==> src/rtl/acc_alu_pkg.sv <==
`timescale 1ns/1ps
package acc_alu_pkg;

    typedef enum logic [3:0] {
        OP_ADC = 4'd0,
        OP_SBC = 4'd1,
        OP_AND = 4'd2,
        OP_OR  = 4'd3,
        OP_XOR = 4'd4,
        OP_LSL = 4'd5,
        OP_LSR = 4'd6,
        OP_ASR = 4'd7,
        OP_ROL = 4'd8,
        OP_ROR = 4'd9,
        OP_CMP = 4'd10
    } alu_op_e;

    typedef enum logic {
        ST_IDLE = 1'b0,
        ST_DONE = 1'b1
    } alu_state_e;

    localparam int FL_C = 0;
    localparam int FL_Z = 1;
    localparam int FL_V = 2;
    localparam int FL_N = 3;
    localparam int NFLAGS = 4;

endpackage

==> src/rtl/alu_addsub.sv <==
`timescale 1ns/1ps
module alu_addsub
    import acc_alu_pkg::*;
#(
    parameter int W = 64
) (
    input  logic [3:0]   op,
    input  logic [W-1:0] a,
    input  logic [W-1:0] b,
    input  logic         cin,
    output logic [W-1:0] r,
    output logic         cout,
    output logic         ovf
);

    always_comb begin
        unique case (op)
            OP_SBC: begin
                r    = a - b - W'(!cin);
                cout = (r > b);
            end
            OP_CMP: begin
                r    = a - b;
                cout = (a >= b);
            end
            default: begin
                r    = a + b + W'(cin);
                cout = (r < b);
            end
        endcase
        ovf = (a[W-1] ^ b[W-1]) & (a[W-1] ^ r[W-1]);
    end

endmodule

==> src/rtl/alu_logic.sv <==
`timescale 1ns/1ps
module alu_logic
    import acc_alu_pkg::*;
#(
    parameter int W = 64
) (
    input  logic [3:0]   op,
    input  logic [W-1:0] a,
    input  logic [W-1:0] b,
    output logic [W-1:0] r
);

    always_comb begin
        unique case (op)
            OP_AND:  r = a & b;
            OP_OR:   r = a | b;
            default: r = a ^ b;
        endcase
    end

endmodule

==> src/rtl/alu_shift.sv <==
`timescale 1ns/1ps
module alu_shift
    import acc_alu_pkg::*;
#(
    parameter int W = 64
) (
    input  logic [3:0]   op,
    input  logic [W-1:0] a,
    input  logic [W-1:0] amt,
    input  logic         cin,
    output logic [W-1:0] r,
    output logic         cout,
    output logic         amt_zero
);

    localparam int SHW = $clog2(W);
    typedef logic [SHW:0] span_t;

    logic           big;
    logic [SHW-1:0] n;
    span_t          inv;
    logic           top_any;

    assign big      = |amt[W-1:SHW];
    assign n        = amt[SHW-1:0];
    assign amt_zero = !big && (n == '0);
    assign inv      = span_t'(W) - span_t'(n);
    assign top_any  = big ? |a : |(a >> inv);

    always_comb begin
        r    = a;
        cout = a[0];
        if (!amt_zero) begin
            unique case (op)
                OP_LSL: begin
                    r    = big ? '0 : (a << n);
                    cout = top_any;
                end
                OP_LSR: r = big ? '0 : (a >> n);
                OP_ASR: r = big ? '0 : ((a >> n) | {a[W-1], {(W-1){1'b0}}});
                OP_ROL: begin
                    r    = (big ? '0 : (a << n)) | W'(cin);
                    cout = top_any;
                end
                default: r = big ? W'(cin) : ((a >> n) | (W'(cin) << inv));
            endcase
        end
    end

endmodule

==> src/rtl/acc_alu64.sv <==
`timescale 1ns/1ps
module acc_alu64
    import acc_alu_pkg::*;
#(
    parameter int W = 64
) (
    input  logic          clk,
    input  logic          rst_n,
    input  logic          start_i,
    input  logic [3:0]    op_i,
    input  logic [W-1:0]  acc_i,
    input  logic [W-1:0]  opnd_i,
    input  logic          carry_i,
    output logic [W-1:0]  result_o,
    output logic [3:0]    flags_o,
    output logic [3:0]    flag_we_o,
    output logic          res_we_o,
    output logic          done_o
);

    localparam int SHW = $clog2(W);

    alu_state_e state_q, state_d;

    logic [W-1:0] as_r, lg_r, sh_r;
    logic         as_c, as_v, sh_c, sh_zero;

    logic [W-1:0] nxt_res;
    logic [3:0]   nxt_we, nxt_raw, nxt_flags;
    logic         nxt_rwe;

    alu_addsub #(.W(W)) u_addsub (
        .op(op_i), .a(acc_i), .b(opnd_i), .cin(carry_i),
        .r(as_r), .cout(as_c), .ovf(as_v)
    );

    alu_logic #(.W(W)) u_logic (
        .op(op_i), .a(acc_i), .b(opnd_i), .r(lg_r)
    );

    alu_shift #(.W(W)) u_shift (
        .op(op_i), .a(acc_i), .amt(opnd_i), .cin(carry_i),
        .r(sh_r), .cout(sh_c), .amt_zero(sh_zero)
    );

    // Operation select: result, raw flags and write masks
    always_comb begin
        nxt_res = '0;
        nxt_we  = 4'b0000;
        nxt_rwe = 1'b0;
        nxt_raw = 4'b0000;
        unique case (op_i)
            OP_ADC, OP_SBC, OP_CMP: begin
                nxt_res       = as_r;
                nxt_we        = 4'b1111;
                nxt_rwe       = (op_i != OP_CMP);
                nxt_raw[FL_C] = as_c;
                nxt_raw[FL_V] = as_v;
            end
            OP_AND, OP_OR, OP_XOR: begin
                nxt_res = lg_r;
                nxt_we  = 4'b1010;
                nxt_rwe = 1'b1;
            end
            OP_LSL, OP_LSR, OP_ASR, OP_ROL, OP_ROR: begin
                nxt_res       = sh_r;
                nxt_we        = sh_zero ? 4'b1010 : 4'b1011;
                nxt_rwe       = 1'b1;
                nxt_raw[FL_C] = sh_c;
            end
            default: ;
        endcase
        nxt_raw[FL_Z] = (nxt_res == '0);
        nxt_raw[FL_N] = nxt_res[W-1];
        nxt_flags     = nxt_raw & nxt_we;
    end

    // Next-state logic
    always_comb begin
        unique case (state_q)
            ST_IDLE: state_d = start_i ? ST_DONE : ST_IDLE;
            ST_DONE: state_d = start_i ? ST_DONE : ST_IDLE;
            default: state_d = ST_IDLE;
        endcase
    end

    // State register
    always_ff @(posedge clk) begin
        if (!rst_n) state_q <= ST_IDLE;
        else        state_q <= state_d;
    end

    // Output register
    always_ff @(posedge clk) begin
        if (!rst_n) begin
            result_o  <= '0;
            flags_o   <= '0;
            flag_we_o <= '0;
            res_we_o  <= 1'b0;
        end else if (start_i) begin
            result_o  <= nxt_res;
            flags_o   <= nxt_flags;
            flag_we_o <= nxt_we;
            res_we_o  <= nxt_rwe;
        end
    end

    assign done_o = (state_q == ST_DONE);

    // Assertions
    assert_done_follows_start_R13: assert property (@(posedge clk) disable iff (!rst_n)
        start_i |=> done_o);

    assert_done_drops_R13: assert property (@(posedge clk) disable iff (!rst_n)
        !start_i |=> !done_o);

    assert_hold_when_idle_R13: assert property (@(posedge clk) disable iff (!rst_n)
        !start_i |=> ($stable(result_o) && $stable(flags_o)));

    assert_logic_mask_R5: assert property (@(posedge clk) disable iff (!rst_n)
        (start_i && (op_i == OP_AND || op_i == OP_OR || op_i == OP_XOR))
        |=> (flag_we_o == 4'b1010 && res_we_o));

    assert_cmp_no_write_R4: assert property (@(posedge clk) disable iff (!rst_n)
        (start_i && op_i == OP_CMP) |=> (!res_we_o && flag_we_o == 4'b1111));

    assert_wide_shift_zero_R6: assert property (@(posedge clk) disable iff (!rst_n)
        (start_i && (op_i == OP_LSL || op_i == OP_LSR || op_i == OP_ASR) && (|opnd_i[W-1:SHW]))
        |=> (result_o == '0));

    assert_zero_flag_R10: assert property (@(posedge clk) disable iff (!rst_n)
        (done_o && res_we_o && flag_we_o[FL_Z]) |-> (flags_o[FL_Z] == (result_o == '0)));

    assert_unknown_op_R12: assert property (@(posedge clk) disable iff (!rst_n)
        (start_i && op_i > OP_CMP) |=> (flag_we_o == 4'b0000 && !res_we_o));

    assert_shift_zero_amt_R11: assert property (@(posedge clk) disable iff (!rst_n)
        (start_i && op_i >= OP_LSL && op_i <= OP_ROR && opnd_i == '0)
        |=> (result_o == $past(acc_i) && !flag_we_o[FL_C]));

endmodule

==> config.mk <==
export PLATFORM = sky130hd
export DESIGN_NAME = acc_alu64
export DESIGN_NICKNAME = d
export VERILOG_FILES = /design/src/rtl/acc_alu_pkg.sv /design/src/rtl/alu_addsub.sv /design/src/rtl/alu_logic.sv /design/src/rtl/alu_shift.sv /design/src/rtl/acc_alu64.sv
export SDC_FILE = /design/constraint.sdc
export NUM_CORES = 2
export LEC_CHECK = 0
export BUFFER_PORTS_ARGS = -buffer_cell sky130_fd_sc_hd__buf_4
export CORE_ASPECT_RATIO = 1.75
export CORE_MARGIN = 5
export CORE_UTILIZATION = 39
export DETAILED_ROUTE_END_ITERATION = 6
export SKIP_LAST_GASP = 1
export SLEW_MARGIN = 20
export SYNTH_ARGS = -nofsm -noshare
export SYNTH_HDL_FRONTEND = slang
export SYNTH_SLANG_ARGS = --single-unit
==> constraint.sdc <==
create_clock -name clk -period 11.2 [get_ports clk]
set_clock_uncertainty 0.15 [all_clocks]
set_input_delay 1.12 -clock clk [delete_from_list [all_inputs] [get_ports clk]]
set_output_delay 1.12 -clock clk [all_outputs]
set_load 0.02 [all_outputs]
==> flow_summary.yaml, run 1 <==
place:
  place_congestion: 1.21
  placedCellCount: 5718
  place_area_sq_um: 35200
  port_buffers: 209
  post-dp-hpwl_um: 210000
clock_tree:
  hold_buffers: 0
  post_cts_buffers: 0
  cts-root-buf: "clkbuf_16"
  htree_levels: 3
  post_cts_resized: 0
  cts_buffers: 9
  clock_sinks: 72
  clockBufferDepth: 2
synth:
  synth_edf_count: 0
  synth-async-reset-ratio: 0
  synth_nets: 5172
  yosys.area.top_type: "ha_1"
  synth_seq_cells: 72
  synthTopCellsByCount: "nor2_1, nand2_1, a21oi_1"
  ys.flop_type: "dfxtp_1"
  ys_seq_area_frac: 0.0442
  yosysMostFrequentCell: "nor2_1"
  synth_area_per_cell_sq_um: 6.92
  yosysWarningCount: 0
  synthCells: 4710
  synthesis.area_sq_um: 32600
  yosys-top-cells-area: "ha_1, mux4_2, a21oi_1, nor2_1, mux2i_1"
  synth_cell_types: 110
  synth_top_cell_area_share: 0.124
grt:
  grt_first_pass_wirelength_um: 397000
  grt_overflow: 51
  grt_pass1_vias: 45700
  grt_max_degree: 90
  grt_usage: 0.622
status:
  status: "aborted with a tool error"
  toolErrorMsg: "[ERROR GRT-0116] Global routing finished with congestion. Check the congestion regions in the DRC Viewer."
  stop_stage: "global routing (5_1_grt)"
floorplan:
  die_w_um: 229
  io_pins: 210
  initial_utilization: 0.392
  die_y_um: 393
  rows: 140
==> through the flow <==
stage	setup WS [ps]	util	hold slack [ps]
CTS	2290	0.426	331
detailed placement	1910	0.423	310
global placement	1980	0.422	307
floorplan	2180	-	391
==> metal layers <==
metal  GRT usage  overflow
met3       0.338         0
met2       0.870        26
met5      0.0674         0
met4       0.735        25
met1       0.593         0
==> cells by family after synthesis <==
| logic type | Yosys count | share of synthesized area |
|---|---|---|
| multiplexers | 339 | 0.150 |
| adder cells (fa/ha/maj) | 326 | 0.126 |
| AND/OR/NAND/NOR | 1633 | 0.245 |
| flip-flops | 72 | 0.0442 |
| buffers and inverters | 634 | 0.0747 |
| AO/OA/AOI/OAI | 1546 | 0.317 |
| XOR/XNOR | 160 | 0.0432 |
==> run 2, diff against run 1 <==
CORE_ASPECT_RATIO = not set   (was 1.75)
CORE_UTILIZATION = 24   (was 39)
PLACE_DENSITY_LB_ADDON = 0.15   (was not set)
==> run 2 against run 1 <==
The flow now finishes, with violations (design-rule violations). Synthesized cell count is the same. Area after synthesis is the same.
==> flow_summary.yaml, run 2 <==
synth:
  yosys-top-cells-area: "ha_1, mux4_2, a21oi_1, nor2_1, mux2i_1"
  yosysWarningCount: 0
  yosys.area.top_type: "ha_1"
  yosysMostFrequentCell: "nor2_1"
  synthCells: 4710
  synth_nets: 5172
  synth_edf_count: 0
  synthesis.area_sq_um: 32600
  ys.flop_type: "dfxtp_1"
  ys_seq_area_frac: 0.0442
  synth_cell_types: 110
  synthTopCellsByCount: "nor2_1, nand2_1, a21oi_1"
  synth-async-reset-ratio: 0
  synth_seq_cells: 72
  synth_top_cell_area_share: 0.124
  synth_area_per_cell_sq_um: 6.92
clock_tree:
  cts_buffers: 9
  clk_pin_slew_ps: 100
  hold_buffers: 0
  cts-root-buf: "clkbuf_16"
  post_cts_buffers: 0
  worstSkewPairLatency_ps: 470
  clock_sinks: 72
  post_cts_resized: 0
  clockBufferDepth: 2
  htree_levels: 3
  cts_tree: "done"
sta:
  worst_pin_slew_ps: 1330
  hold_violations: 0
  post-route-min-period_ps: 8940
  hold_slack_ps: 320
  setup_violations: 0
  slew_headroom: 0.109
  finalSetupTns_ps: 0
  fmax_ghz: 0.112
  drv_slew: 0
  rsz0062_at_grt: "no"
  fin_crit_sh: 0.799
grt:
  grt_overflow: 0
  grt_pass1_vias: 39400
  grt_max_degree: 97
  grt_first_pass_wirelength_um: 341000
  antenna_found_initial: 30
  grt_usage: 0.340
finish:
  largest_register_ffs: 64
  drive_above_1_share: 0.133
  area_growth_pct: 10.9
  reg.largest.list: "result_o x64, flag_we_o x3, flags_o x3"
  nets: 5102
  final_cell_mix: "nor2_1, nand2_1, a21oi_1"
  regMostFlops: "result_o"
  final_common_cell: "nor2_1"
status:
  status: "finished with violations"
  violations: "design-rule violations"
detailed_routing:
  viasPerCell: 6.51
  antenna_left: 0
  first_iter_violations: 6594
  drt_wl_total_um: 254000
  wl_per_cell_um: 39.5
  vias: 41900
  first_pass_iters: 7
  remaining_drc_errors: 8
floorplan:
  io_pins: 210
  die_w_um: 379
  die-area_sq_um: 143000
  core_sq_um: 135000
  initial_utilization: 0.241
  rows: 135
  die_y_um: 379
job:
  maxCapViolations: 0
place:
  post-dp-hpwl_um: 202000
  port_buffers: 209
  place_congestion: 1.06
power:
  finalPower_mw: 3.13
  power.leakage_nw: 14.2
  peakVddDrop_mv: 0.0842
  powerDensity_nw_per_um2: 86.4
worst_setup_path:
  required_ps: 11430
  cp-end-kind: "flip-flop"
  critical_path_class: "input pin to flip-flop"
  start_kind: "input pin"
  cp_data_arrival_time_ps: 9170
  crit_path_max_fanout: 14
worst_hold_path:
  hp-class: "flip-flop to flip-flop"
-- run 2: cell counts after synthesis --
Identical to the previous run, type by type.
-- run 2: cell type report --
class / count / area [sq um]
Inverter: 238 / 898
Multi-Input combinational cell: 4004 / 28900
Fill cell: 15100 / 99100
Sequential cell: 72 / 1440
Antenna cell: 11 / 27.5
Timing Repair Buffer: 315 / 2390
Tap cell: 1781 / 2230
Clock buffer: 9 / 225
Clock inverter: 7 / 76.3
-- run 2: worst paths after layout --
kind	from	to	slack [ps]	cells past startpoint
setup reg to reg	result_o[46]	result_o[46]	9890	2
hold / removal	result_o[47]	result_o[47]	320	2
hold reg to reg	result_o[47]	result_o[47]	320	2
setup / recovery	acc_i[26]	flags_o[0]	2260	24
-- run 2: cell families after synthesis --
| kind of cell | share of synthesized area |
|---|---|
| adders and majority gates | 0.126 |
| xor gates and xnor gates | 0.0432 |
| muxes | 0.150 |
| AOI/OAI and AO/OA | 0.317 |
| DFF | 0.0442 |
| buffers and inverters | 0.0747 |
| and+or+nand+nor | 0.245 |
-- run 2: worst max-delay path, stage by stage --
cell	delay, ps
buf_4	250
inv_1	130
ha_1	570
nor4_1	1020
and4_1	670
o311a_1	260
o31a_1	310
or3_1	440
xnor2_2	200
or3_1	470
or4_1	730
nor4_2	720
nand3_1	250
nor3_1	340
xnor2_1	130
ha_1	310
nand4_1	120
nor2_1	230
nand4_1	110
inv_1	90
nand4_1	100
a21oi_1	180
o22ai_1	130
a32o_1	230
-- run 2: routing by layer --
layer | wire [um] | part of all wire | GRT usage
met1 | 106000 | 0.42 | 0.457
met2 | 107000 | 0.42 | 0.507
met5 | 90 | 0.00035 | 0
met3 | 24900 | 0.098 | 0.0718
met4 | 16100 | 0.063 | 0.180
-- run 2: through the flow --
stage | cells | setup slack, ps | utilization | area (sq um)
after floorplan | 4710 | 2180 | - | 32600
after global placement | 6408 | 1920 | 0.265 | 35800
after detailed placement | 6409 | 1980 | 0.265 | 35800
after CTS | 6425 | 2470 | 0.267 | 36100
after global routing | 6427 | 1880 | 0.267 | 36200
final | 6437 | 2260 | 0.267 | 36200
-- run 2: power breakdown --
part	internal [mW]	switching, mW	total [mW]
logic	0.758	1.72	2.48
registers	0.274	0.0119	0.286
clock network	0.174	0.187	0.361
total	1.21	1.92	3.13
No activity file was read; power rests on OpenSTA's default activity.
